**src/rtl/lcd_scan_pkg.sv**
```systemverilog
`timescale 1ns/1ps
package lcd_scan_pkg;
  localparam int PIX_W  = 24;
  localparam int BUS_W  = 16;
  localparam int LANE_W = 8;

  // strobes from scan control to datapath
  typedef struct packed {
    logic       active;     // visible clock
    logic       loadPix;    // first beat of a pixel
    logic [1:0] beat;       // beat index inside pixel
    logic       frameStart; // first clock of frame
  } scanStrobe_t;

  function automatic logic [1:0] beatsOf(input logic wide, input logic [4:0] bpp);
    if (wide) return 2'd1;
    case (bpp)
      5'd16:   return 2'd2;
      5'd24:   return 2'd3;
      default: return 2'd1;
    endcase
  endfunction
endpackage

```
**src/rtl/lcd_scan_ctrl.sv**
```systemverilog
`timescale 1ns/1ps
module lcd_scan_ctrl
  import lcd_scan_pkg::*;
#(
  parameter int H_W = 12,
  parameter int V_W = 12
) (
  input  logic           clk,
  input  logic           rstN,
  input  logic [H_W-1:0] cfgHPulse,
  input  logic [H_W-1:0] cfgHBack,
  input  logic [H_W-1:0] cfgHRes,
  input  logic [H_W-1:0] cfgHFront,
  input  logic [V_W-1:0] cfgVPulse,
  input  logic [V_W-1:0] cfgVBack,
  input  logic [V_W-1:0] cfgVRes,
  input  logic [V_W-1:0] cfgVFront,
  input  logic           cfgWideBus,
  input  logic [4:0]     cfgBpp,
  input  logic           cfgHsActHigh,
  input  logic           cfgVsActHigh,
  output scanStrobe_t    strobe,
  output logic           hsyncOut,
  output logic           vsyncOut,
  output logic           deOut,
  output logic           vsyncEvent
);
  localparam int HS_W = H_W + 3;
  localparam int VS_W = V_W + 2;

  logic [1:0]      beats;
  logic [HS_W-1:0] actLen, hActStart, hActEnd, hTotal, hCount;
  logic [VS_W-1:0] vActStart, vActEnd, vTotal, vCount;
  logic [1:0]      beat;
  logic            lineEnd, frameEnd, hIn, vIn, act, hsAct, vsAct;

  assign beats = beatsOf(cfgWideBus, cfgBpp);

  always_comb begin
    case (beats)
      2'd2:    actLen = HS_W'(cfgHRes) << 1;
      2'd3:    actLen = (HS_W'(cfgHRes) << 1) + HS_W'(cfgHRes);
      default: actLen = HS_W'(cfgHRes);
    endcase
    hActStart = HS_W'(cfgHPulse) + HS_W'(cfgHBack);
    hActEnd   = hActStart + actLen;
    hTotal    = hActEnd + HS_W'(cfgHFront);
    vActStart = VS_W'(cfgVPulse) + VS_W'(cfgVBack);
    vActEnd   = vActStart + VS_W'(cfgVRes);
    vTotal    = vActEnd + VS_W'(cfgVFront);
  end

  assign lineEnd  = (hCount == hTotal - HS_W'(1));
  assign frameEnd = (vCount == vTotal - VS_W'(1));
  assign hIn      = (hCount >= hActStart) && (hCount < hActEnd);
  assign vIn      = (vCount >= vActStart) && (vCount < vActEnd);
  assign act      = hIn && vIn;
  assign hsAct    = hCount < HS_W'(cfgHPulse);
  assign vsAct    = vCount < VS_W'(cfgVPulse);

  always_comb begin
    strobe.active     = act;
    strobe.beat       = beat;
    strobe.loadPix    = act && (beat == 2'd0);
    strobe.frameStart = (hCount == '0) && (vCount == '0);
  end

  always_ff @(posedge clk or negedge rstN) begin
    if (!rstN) begin
      hCount     <= '0;
      vCount     <= '0;
      beat       <= '0;
      hsyncOut   <= 1'b1;
      vsyncOut   <= 1'b1;
      deOut      <= 1'b0;
      vsyncEvent <= 1'b0;
    end else begin
      if (lineEnd) begin
        hCount <= '0;
        vCount <= frameEnd ? '0 : vCount + VS_W'(1);
      end else begin
        hCount <= hCount + HS_W'(1);
      end
      if (act) beat <= (beat == beats - 2'd1) ? 2'd0 : beat + 2'd1;
      else     beat <= 2'd0;
      hsyncOut   <= cfgHsActHigh ? hsAct : !hsAct;
      vsyncOut   <= cfgVsActHigh ? vsAct : !vsAct;
      deOut      <= act;
      vsyncEvent <= strobe.frameStart;
    end
  end


  de_sync_excl_chk: assert property (@(posedge clk) disable iff (!rstN)
    deOut |-> (hsyncOut != cfgHsActHigh));

  event_in_sync_chk: assert property (@(posedge clk) disable iff (!rstN)
    vsyncEvent |-> (vsyncOut == cfgVsActHigh));

  event_single_chk: assert property (@(posedge clk) disable iff (!rstN)
    vsyncEvent |=> !vsyncEvent);
endmodule

```
**src/rtl/lcd_scan_dp.sv**
```systemverilog
`timescale 1ns/1ps
module lcd_scan_dp
  import lcd_scan_pkg::*;
(
  input  logic             clk,
  input  logic             rstN,
  input  scanStrobe_t      strobe,
  input  logic             cfgWideBus,
  input  logic [4:0]       cfgBpp,
  input  logic [PIX_W-1:0] pixIn,
  input  logic             pixValid,
  output logic             pixReady,
  input  logic             restartReq,
  input  logic             underflowClr,
  output logic [BUS_W-1:0] dataOut,
  output logic             underflowFlag
);
  logic [1:0]       beats;
  logic             muted, take, starve;
  logic [PIX_W-1:0] holdWord;

  assign beats    = beatsOf(cfgWideBus, cfgBpp);
  assign pixReady = strobe.loadPix && !muted;
  assign take     = pixReady && pixValid;
  assign starve   = pixReady && !pixValid;

  // lane select: wide bus passes low half, narrow bus sends MSB byte first
  function automatic logic [BUS_W-1:0] laneOf(input logic [PIX_W-1:0] word,
                                               input logic wide,
                                               input logic [1:0] nBeats,
                                               input logic [1:0] idx);
    logic [1:0]       byteSel;
    logic [PIX_W-1:0] shifted;
    if (wide) return word[BUS_W-1:0];
    byteSel = nBeats - 2'd1 - idx;
    shifted = word >> (LANE_W * byteSel);
    return {{(BUS_W-LANE_W){1'b0}}, shifted[LANE_W-1:0]};
  endfunction

  always_ff @(posedge clk or negedge rstN) begin
    if (!rstN) begin
      holdWord      <= '0;
      dataOut       <= '0;
      muted         <= 1'b0;
      underflowFlag <= 1'b0;
    end else begin
      if (!strobe.active) begin
        dataOut <= '0;
      end else if (strobe.loadPix) begin
        if (take) begin
          holdWord <= pixIn;
          dataOut  <= laneOf(pixIn, cfgWideBus, beats, 2'd0);
        end else begin
          holdWord <= '0;
          dataOut  <= '0;
        end
      end else begin
        dataOut <= laneOf(holdWord, cfgWideBus, beats, strobe.beat);
      end

      if (restartReq || starve)  muted <= 1'b1;
      else if (strobe.frameStart) muted <= 1'b0;

      if (starve)            underflowFlag <= 1'b1;
      else if (underflowClr) underflowFlag <= 1'b0;
    end
  end


  starve_flag_chk: assert property (@(posedge clk) disable iff (!rstN)
    (pixReady && !pixValid) |=> underflowFlag);

  flag_sticky_chk: assert property (@(posedge clk) disable iff (!rstN)
    (underflowFlag && !underflowClr) |=> underflowFlag);

  restart_hold_chk: assert property (@(posedge clk) disable iff (!rstN)
    restartReq |=> !pixReady);
endmodule

```
**src/rtl/lcd_scan_gen.sv**
```systemverilog
`timescale 1ns/1ps
module lcd_scan_gen
  import lcd_scan_pkg::*;
#(
  parameter int H_W = 12,
  parameter int V_W = 12
) (
  input  logic             clk,
  input  logic             rstN,
  input  logic [H_W-1:0]   cfgHPulse,
  input  logic [H_W-1:0]   cfgHBack,
  input  logic [H_W-1:0]   cfgHRes,
  input  logic [H_W-1:0]   cfgHFront,
  input  logic [V_W-1:0]   cfgVPulse,
  input  logic [V_W-1:0]   cfgVBack,
  input  logic [V_W-1:0]   cfgVRes,
  input  logic [V_W-1:0]   cfgVFront,
  input  logic             cfgWideBus,
  input  logic [4:0]       cfgBpp,
  input  logic             cfgHsActHigh,
  input  logic             cfgVsActHigh,
  input  logic [PIX_W-1:0] pixIn,
  input  logic             pixValid,
  output logic             pixReady,
  input  logic             restartReq,
  input  logic             underflowClr,
  output logic             hsyncOut,
  output logic             vsyncOut,
  output logic             deOut,
  output logic [BUS_W-1:0] dataOut,
  output logic             vsyncEvent,
  output logic             underflowFlag
);
  scanStrobe_t strobe;

  lcd_scan_ctrl #(.H_W(H_W), .V_W(V_W)) u_ctrl (
    .clk(clk), .rstN(rstN),
    .cfgHPulse(cfgHPulse), .cfgHBack(cfgHBack), .cfgHRes(cfgHRes), .cfgHFront(cfgHFront),
    .cfgVPulse(cfgVPulse), .cfgVBack(cfgVBack), .cfgVRes(cfgVRes), .cfgVFront(cfgVFront),
    .cfgWideBus(cfgWideBus), .cfgBpp(cfgBpp),
    .cfgHsActHigh(cfgHsActHigh), .cfgVsActHigh(cfgVsActHigh),
    .strobe(strobe), .hsyncOut(hsyncOut), .vsyncOut(vsyncOut),
    .deOut(deOut), .vsyncEvent(vsyncEvent)
  );

  lcd_scan_dp u_dp (
    .clk(clk), .rstN(rstN), .strobe(strobe),
    .cfgWideBus(cfgWideBus), .cfgBpp(cfgBpp),
    .pixIn(pixIn), .pixValid(pixValid), .pixReady(pixReady),
    .restartReq(restartReq), .underflowClr(underflowClr),
    .dataOut(dataOut), .underflowFlag(underflowFlag)
  );


  idle_data_zero_chk: assert property (@(posedge clk) disable iff (!rstN)
    (dataOut != '0) |-> deOut);
endmodule

```
**config.mk**
```make
export PLATFORM = sky130hd
export DESIGN_NAME = lcd_scan_gen
export DESIGN_NICKNAME = d
export VERILOG_FILES = /design/src/rtl/lcd_scan_pkg.sv /design/src/rtl/lcd_scan_ctrl.sv /design/src/rtl/lcd_scan_dp.sv /design/src/rtl/lcd_scan_gen.sv
export SDC_FILE = /design/constraint.sdc
export NUM_CORES = 1
export LEC_CHECK = 0
export BUFFER_PORTS_ARGS = -buffer_cell sky130_fd_sc_hd__buf_2
export CORE_MARGIN = 2
export CORE_UTILIZATION = 50
export CTS_BUF_LIST = sky130_fd_sc_hd__clkbuf_16
export DETAILED_ROUTE_END_ITERATION = 12
export GPL_TIMING_DRIVEN = 0
export PLACE_DENSITY_LB_ADDON = 0.08
export SYNTH_ARGS = -nofsm -noshare
export SYNTH_HDL_FRONTEND = slang
export SYNTH_HIERARCHICAL = 1
export SYNTH_SLANG_ARGS = --single-unit
```
**constraint.sdc**
```tcl
create_clock -name clk -period 14.5 [get_ports clk]
set_clock_uncertainty 0.15 [all_clocks]
set_input_delay 1.45 -clock clk [delete_from_list [all_inputs] [get_ports clk]]
set_output_delay 1.45 -clock clk [all_outputs]
set_load 0.03 [all_outputs]
```
**Yosys cells after proc, flatten, opt, wreduce, memory -nomap -nowiden**

Cells that the tools add are included.

- Add/subtract/negate cells: 14
- $lt $le $gt $ge: 6
- Equality and inequality tests: 7
- Shifts and indexed selects: 2
- Multiplexer cells: 28
- Reductions and logical operators: 19

Operators by type and width:

| operator | count |
|---|---|
| 16-bit two-way mux | 7 |
| 24-bit by 5-bit >> shifter with 8-bit output | 2 |
| 15-bit case mux with 2 select lines | 1 |
| 14-bit by 12-bit adder with 14-bit output | 2 |
| 12-bit by 12-bit adder with 13-bit output | 2 |
| 24-bit two-way mux | 1 |
| 15-bit by 1-bit adder with 15-bit output (second input constant) | 1 |
| 15-bit by 12-bit adder with 15-bit output | 1 |
| 15-bit adder | 1 |
| 15-bit == test | 1 |
| 15-bit greater-or-equal comparator | 1 |
| 15-bit zero test | 1 |
| 15-bit by 12-bit < comparator with 1-bit output | 1 |
| 15-bit < comparator | 1 |
| 15-bit two-way mux | 1 |
| 15-bit by 1-bit subtractor with 15-bit output (second input constant) | 1 |
| 13-bit by 12-bit adder with 14-bit output | 1 |
| 14-bit by 1-bit adder with 14-bit output (second input constant) | 1 |
| 14-bit == test | 1 |
| 14-bit greater-or-equal comparator | 1 |
| 14-bit zero test | 1 |
| 14-bit by 12-bit < comparator with 1-bit output | 1 |
| 14-bit < comparator | 1 |
| 14-bit two-way mux | 1 |
| other kinds (16) | 43 |

- Register bits: 77
- Output and inout bits: 22
- Logic and storage cells: 87

**Longest topological paths before layout**

- Depth in word-level cells: 19
- Mapped depth: 34

**Hierarchy**

Netlist, hierarchy kept.

By module, submodules not included:

| module | times used | cells each | area each (sq um) | seq. area each (sq um) |
|---|---|---|---|---|
| lcd_scan_ctrl | 1 | 1081 | 8428.1 | 878.3 |
| lcd_scan_dp | 1 | 279 | 2551.2 | 1051.0 |

**Least setup slack after synthesis**

Ideal clock, no wire load.

- Path kind: input-to-output
- Start point: in cfgHPulse[0]
- End point: out pixReady
- Arrival: 6625 ps
- Path slack: 6275 ps
- Cell stages on the path: 27
- Cells stage by stage: ha_1 -> inv_1 -> fa_1 -> nor2b_1 -> o21ai_0 -> a21boi_0 -> o21ai_0 -> a21boi_0 -> o21ai_0 -> a21boi_0 -> o21ai_0 -> nand2b_1 -> xor2_1 -> ha_1 -> a21oi_1 -> o21ai_0 -> a2111oi_2 -> o31ai_2 -> xor2_1 -> ha_1 -> a211o_1 -> a211oi_1 -> nand3_1 -> nor4_4 -> and2_1 -> buf_6 -> nor2b_1

RTL lines:

| element | line | RTL |
|---|---|---|
| start: declaration | lcd_scan_gen.sv:10 | `input logic [H_W-1:0] cfgHPulse,` |
| end: declaration | lcd_scan_gen.sv:24 | `output logic pixReady,` |

==> run_summary.xml <==
<?xml version="1.0" encoding="UTF-8"?>
<metrics>
  <group name="run_status">
    <metric name="status" unit="">finished clean</metric>
  </group>
  <group name="critical_path">
    <metric name="path_max_fanout" unit="">8</metric>
    <metric name="timing.critical_path.slowest_stage_cell" unit="">sky130_fd_sc_hd__a2111oi_2</metric>
    <metric name="critical_path.most_common_cell" unit="">sky130_fd_sc_hd__o21ai_0</metric>
    <metric name="cp_slowest_stage_delay" unit="ps">510</metric>
    <metric name="worstRegToRegCells" unit="">17</metric>
    <metric name="timing.critical_path.arrival" unit="ps">7530</metric>
    <metric name="critPathCaptureType" unit="">output port</metric>
    <metric name="critPathKind" unit="">in -&gt; out</metric>
    <metric name="worst_ep_required_time" unit="ps">12900</metric>
    <metric name="cp_startpoint_kind" unit="">primary input</metric>
  </group>
  <group name="logic_synthesis">
    <metric name="synth-warning-count" unit="">6</metric>
    <metric name="yosysSeqAreaShare" unit="">0.176</metric>
    <metric name="number_of_instances_in_the_synthesized_netlist" unit="">1360</metric>
    <metric name="dominantRegCellSynth" unit="">sky130_fd_sc_hd__dfrtp_1</metric>
    <metric name="syn-mean-instance-area" unit="um^2">8.07</metric>
    <metric name="synth-edff-count" unit="">0</metric>
    <metric name="synth.most_common_cell" unit="">sky130_fd_sc_hd__ha_1</metric>
    <metric name="synth_cell_types" unit="">82</metric>
    <metric name="post_synth_instance_area" unit="mm^2">0.0110</metric>
    <metric name="netlist_top_cells_count" unit="">sky130_fd_sc_hd__ha_1 (181), sky130_fd_sc_hd__inv_1 (148), sky130_fd_sc_hd__nand2_1 (118)</metric>
    <metric name="syn_nets" unit="">1681</metric>
    <metric name="postSynth.asyncResetShare" unit="">1.00</metric>
    <metric name="post_synthesis_cell_type_with_the_largest_combined_area" unit="">sky130_fd_sc_hd__ha_1</metric>
    <metric name="synth.ff_latch_count" unit="">77</metric>
    <metric name="top_cells_by_area_synth" unit="">sky130_fd_sc_hd__ha_1 (21%), sky130_fd_sc_hd__dfrtp_1 (17%), sky130_fd_sc_hd__xnor2_1 (5.9%), sky130_fd_sc_hd__inv_1 (5.1%), sky130_fd_sc_hd__a21oi_1 (4.6%)</metric>
    <metric name="synth.top_cell.area_share" unit="">0.206</metric>
  </group>
  <group name="job">
    <metric name="cap_viol_max_count" unit="">0</metric>
  </group>
  <group name="placement">
    <metric name="dp_hpwl" unit="um">23200</metric>
    <metric name="finalWeightedCongestion" unit="">0.900</metric>
    <metric name="placement.cell_area" unit="mm^2">0.0121</metric>
    <metric name="buffer_ports.inserted" unit="">154</metric>
  </group>
  <group name="finish">
    <metric name="nFillCells" unit="">2044</metric>
    <metric name="post-route-cell-area" unit="mm^2">0.0124</metric>
    <metric name="layout.nets" unit="">1847</metric>
    <metric name="antennaDiodeCount" unit="">0</metric>
    <metric name="postLayoutCoreUtil" unit="">0.573</metric>
    <metric name="layout-area-overhead-vs-synth" unit="%">13.1</metric>
    <metric name="multi_input_comb_area" unit="mm^2">0.00816</metric>
    <metric name="layout-drive-gt1-share" unit="">0.166</metric>
    <metric name="seqCellArea" unit="mm^2">0.00193</metric>
  </group>
  <group name="clocking">
    <metric name="postCtsHoldBufs" unit="">0</metric>
    <metric name="worstSkewPairLatency" unit="ps">350</metric>
    <metric name="cts.path.max_buffers" unit="">2</metric>
    <metric name="clock_tree.htree_level_count" unit="">3</metric>
    <metric name="post_cts_resized" unit="">0</metric>
    <metric name="clock_sink_count" unit="">77</metric>
    <metric name="cts_inserted_buffers" unit="">9</metric>
    <metric name="cts.clk_slew.worst_paths" unit="ps">70</metric>
    <metric name="cts_root_buffer" unit="">sky130_fd_sc_hd__clkbuf_16</metric>
    <metric name="setup_repair_bufs_after_cts" unit="">0</metric>
    <metric name="tritoncts" unit="">done</metric>
  </group>
  <group name="power">
    <metric name="seqPwrFrac" unit="">0.163</metric>
    <metric name="swShare" unit="">0.464</metric>
    <metric name="comb_power_share" unit="">0.690</metric>
    <metric name="power_density" unit="mW/mm^2">123</metric>
    <metric name="power_frac_clock" unit="">0.147</metric>
    <metric name="vdd_ir_drop_max" unit="mV">0.0605</metric>
    <metric name="internal_power" unit="W">0.000821</metric>
    <metric name="net-switching-power" unit="W">0.000712</metric>
    <metric name="static_leakage" unit="nW">6.17</metric>
    <metric name="total_power" unit="W">0.00153</metric>
  </group>
  <group name="timing">
    <metric name="max-slew-margin-rel" unit="">0.368</metric>
    <metric name="hold-worst-slack" unit="ps">334</metric>
    <metric name="max_freq" unit="GHz">0.110</metric>
    <metric name="hold_viol" unit="">0</metric>
    <metric name="timing.final.setup_violations" unit="">0</metric>
    <metric name="timing.final.crit_period" unit="ps">9130</metric>
    <metric name="timing_max_transition_violations_final" unit="">0</metric>
    <metric name="finalCritPeriodShare" unit="">0.629</metric>
    <metric name="timing_worst_slew_pin_value" unit="ps">935</metric>
    <metric name="fin_tns_setup" unit="ps">0</metric>
    <metric name="rsz0062_at_grt" unit="">false</metric>
  </group>
  <group name="global_routing">
    <metric name="initial_antenna_violation_count" unit="">0</metric>
    <metric name="grt.overflow.total" unit="">0</metric>
    <metric name="grt.total_usage" unit="">0.241</metric>
    <metric name="grt_max_degree" unit="">63</metric>
    <metric name="first_global_vias" unit="">9736</metric>
    <metric name="wire_length_of_the_first_global_routing_pass" unit="um">46900</metric>
  </group>
  <group name="die">
    <metric name="io_pins" unit="">155</metric>
    <metric name="design.core.area" unit="mm^2">0.0217</metric>
    <metric name="die-area" unit="mm^2">0.0232</metric>
    <metric name="floorplan.initialDensity" unit="">0.506</metric>
    <metric name="die_w" unit="um">152</metric>
    <metric name="die_h" unit="um">152</metric>
    <metric name="core.rowCount" unit="">54</metric>
  </group>
  <group name="route">
    <metric name="drt_first_iter_violations" unit="">635</metric>
    <metric name="drtAntennaViolNets" unit="">0</metric>
    <metric name="routed_via_count" unit="">10100</metric>
    <metric name="vias_per_cell" unit="">5.57</metric>
    <metric name="drc" unit="">0</metric>
    <metric name="first_pass_iters" unit="">5</metric>
    <metric name="wl" unit="um">28100</metric>
    <metric name="routedWlPerCell" unit="um">15.5</metric>
  </group>
  <group name="min_path">
    <metric name="min-delay-path-class" unit="">reg -&gt; reg</metric>
    <metric name="hold-path-cell-count" unit="">2</metric>
  </group>
</metrics>
## registers in the layout, summed over array words and instances (netlist names)
register and flops:
u_dp/holdWord 24, u_dp/dataOut 16, u_ctrl/hCount 15, u_ctrl/vCount 14
u_ctrl/beat 2, u_ctrl/deOut 1, u_ctrl/hsyncOut 1, u_ctrl/vsyncEvent 1
u_ctrl/vsyncOut 1, u_dp/muted 1, u_dp/underflowFlag 1
## layout by cell type, fill, tap and decap left out, types with 7 or more instances in the layout
cell type | synthesis | routed
sky130_fd_sc_hd__a211o_1 | 7 | 7
sky130_fd_sc_hd__a211oi_1 | 23 | 23
sky130_fd_sc_hd__a21o_1 | 38 | 38
sky130_fd_sc_hd__a21oi_1 | 102 | 102
sky130_fd_sc_hd__a31oi_1 | 23 | 23
sky130_fd_sc_hd__and2_1 | 7 | 7
sky130_fd_sc_hd__and3_1 | 10 | 10
sky130_fd_sc_hd__and3_2 | 8 | 8
sky130_fd_sc_hd__and3b_2 | 8 | 8
sky130_fd_sc_hd__buf_2 | 6 | 159
sky130_fd_sc_hd__clkbuf_1 | 21 | 21
sky130_fd_sc_hd__clkbuf_16 | 0 | 9
sky130_fd_sc_hd__clkbuf_8 | 8 | 8
sky130_fd_sc_hd__dfrtp_1 | 75 | 75
sky130_fd_sc_hd__fa_1 | 7 | 7
sky130_fd_sc_hd__ha_1 | 181 | 181
sky130_fd_sc_hd__inv_1 | 148 | 148
sky130_fd_sc_hd__mux2i_1 | 15 | 15
sky130_fd_sc_hd__nand2_1 | 118 | 118
sky130_fd_sc_hd__nand2b_1 | 29 | 29
sky130_fd_sc_hd__nand3_1 | 28 | 28
sky130_fd_sc_hd__nand4_1 | 14 | 14
sky130_fd_sc_hd__nor2_1 | 59 | 59
sky130_fd_sc_hd__nor2b_1 | 23 | 23
sky130_fd_sc_hd__nor3_1 | 27 | 27
sky130_fd_sc_hd__nor4_1 | 8 | 8
sky130_fd_sc_hd__o211ai_1 | 16 | 16
sky130_fd_sc_hd__o21a_1 | 13 | 13
sky130_fd_sc_hd__o21ai_0 | 84 | 84
sky130_fd_sc_hd__o21bai_1 | 7 | 7
sky130_fd_sc_hd__o31a_1 | 13 | 13
sky130_fd_sc_hd__o31ai_1 | 9 | 9
sky130_fd_sc_hd__or2_2 | 11 | 11
sky130_fd_sc_hd__or3_1 | 8 | 8
sky130_fd_sc_hd__or3b_2 | 10 | 10
sky130_fd_sc_hd__xnor2_1 | 74 | 74
sky130_fd_sc_hd__xor2_1 | 40 | 40
## power by group through the flow
stage	Sequential, W	Clock [W]	Combinational (W)
floorplan	0.000245	0	0.000842
global placement	0.000253	0	0.00104
detailed placement	0.000254	0	0.00105
CTS	0.000249	0.000232	0.00106
global route	0.000251	0.000238	0.00120
finish	0.000249	0.000225	0.00106
## area by class of cell
type,count,area share
plain buffers,45,0.0265
multi-input cells,1089,0.657
clock inverters,7,0.00524
flip-flops and latches,77,0.155
repair buffers,155,0.0645
inverters,149,0.0450
well taps,280,0.0282
clock buffers,9,0.0181
## per-stage QoR
stage / cells / setup slack [ps]
2_1_floorplan: 1360 / 6270
3_3_place_gp: 1794 / 5410
3_5_place_dp: 1795 / 5340
4_1_cts: 1811 / 5280
5_1_grt: 1811 / 4720
6_report: 1811 / 5370
## cells by family (layout without fill, tap and decap cells)
kind of cell,Yosys count,count (layout),synth area share
xor gates and xnor gates,115,115,0.0924
and+or+nand+nor,389,389,0.190
adders and majority gates,189,189,0.220
buffers and inverters,194,365,0.0809
DFF,77,77,0.176
muxes,16,16,0.0147
AOI/OAI and AO/OA,380,380,0.226
## routing by layer
metal  vias up  GRT usage  wire length [um]
met5         -          0                 0
met2       242      0.414             13100
met4         0     0.0463               333
li1       5178          -                 -
met1      4650      0.326             13400
met3        26     0.0324              1230
## critical path: cells and delay by family
kind	cells	cell delay (ps)
xor+xnor	2	370
buf+inv	4	550
simple gates	6	1270
fa+ha+maj	4	1080
compound gates	13	2820
## path summary, 6_finish.rpt
path                       slack, ps              start                 to
setup / recovery                5370       cfgHPulse[0]           pixReady
hold / removal                   330  u_dp/holdWord[22]  u_dp/holdWord[22]
setup reg to reg                9850   u_ctrl/hCount[1]   u_dp/holdWord[3]
hold reg to reg                  330  u_dp/holdWord[22]  u_dp/holdWord[22]
max in group asynchronous      12730               rstN    u_ctrl/vsyncOut
min in group asynchronous        810               rstN   u_ctrl/hCount[2]
No activity file was read; power rests on OpenSTA's default activity.
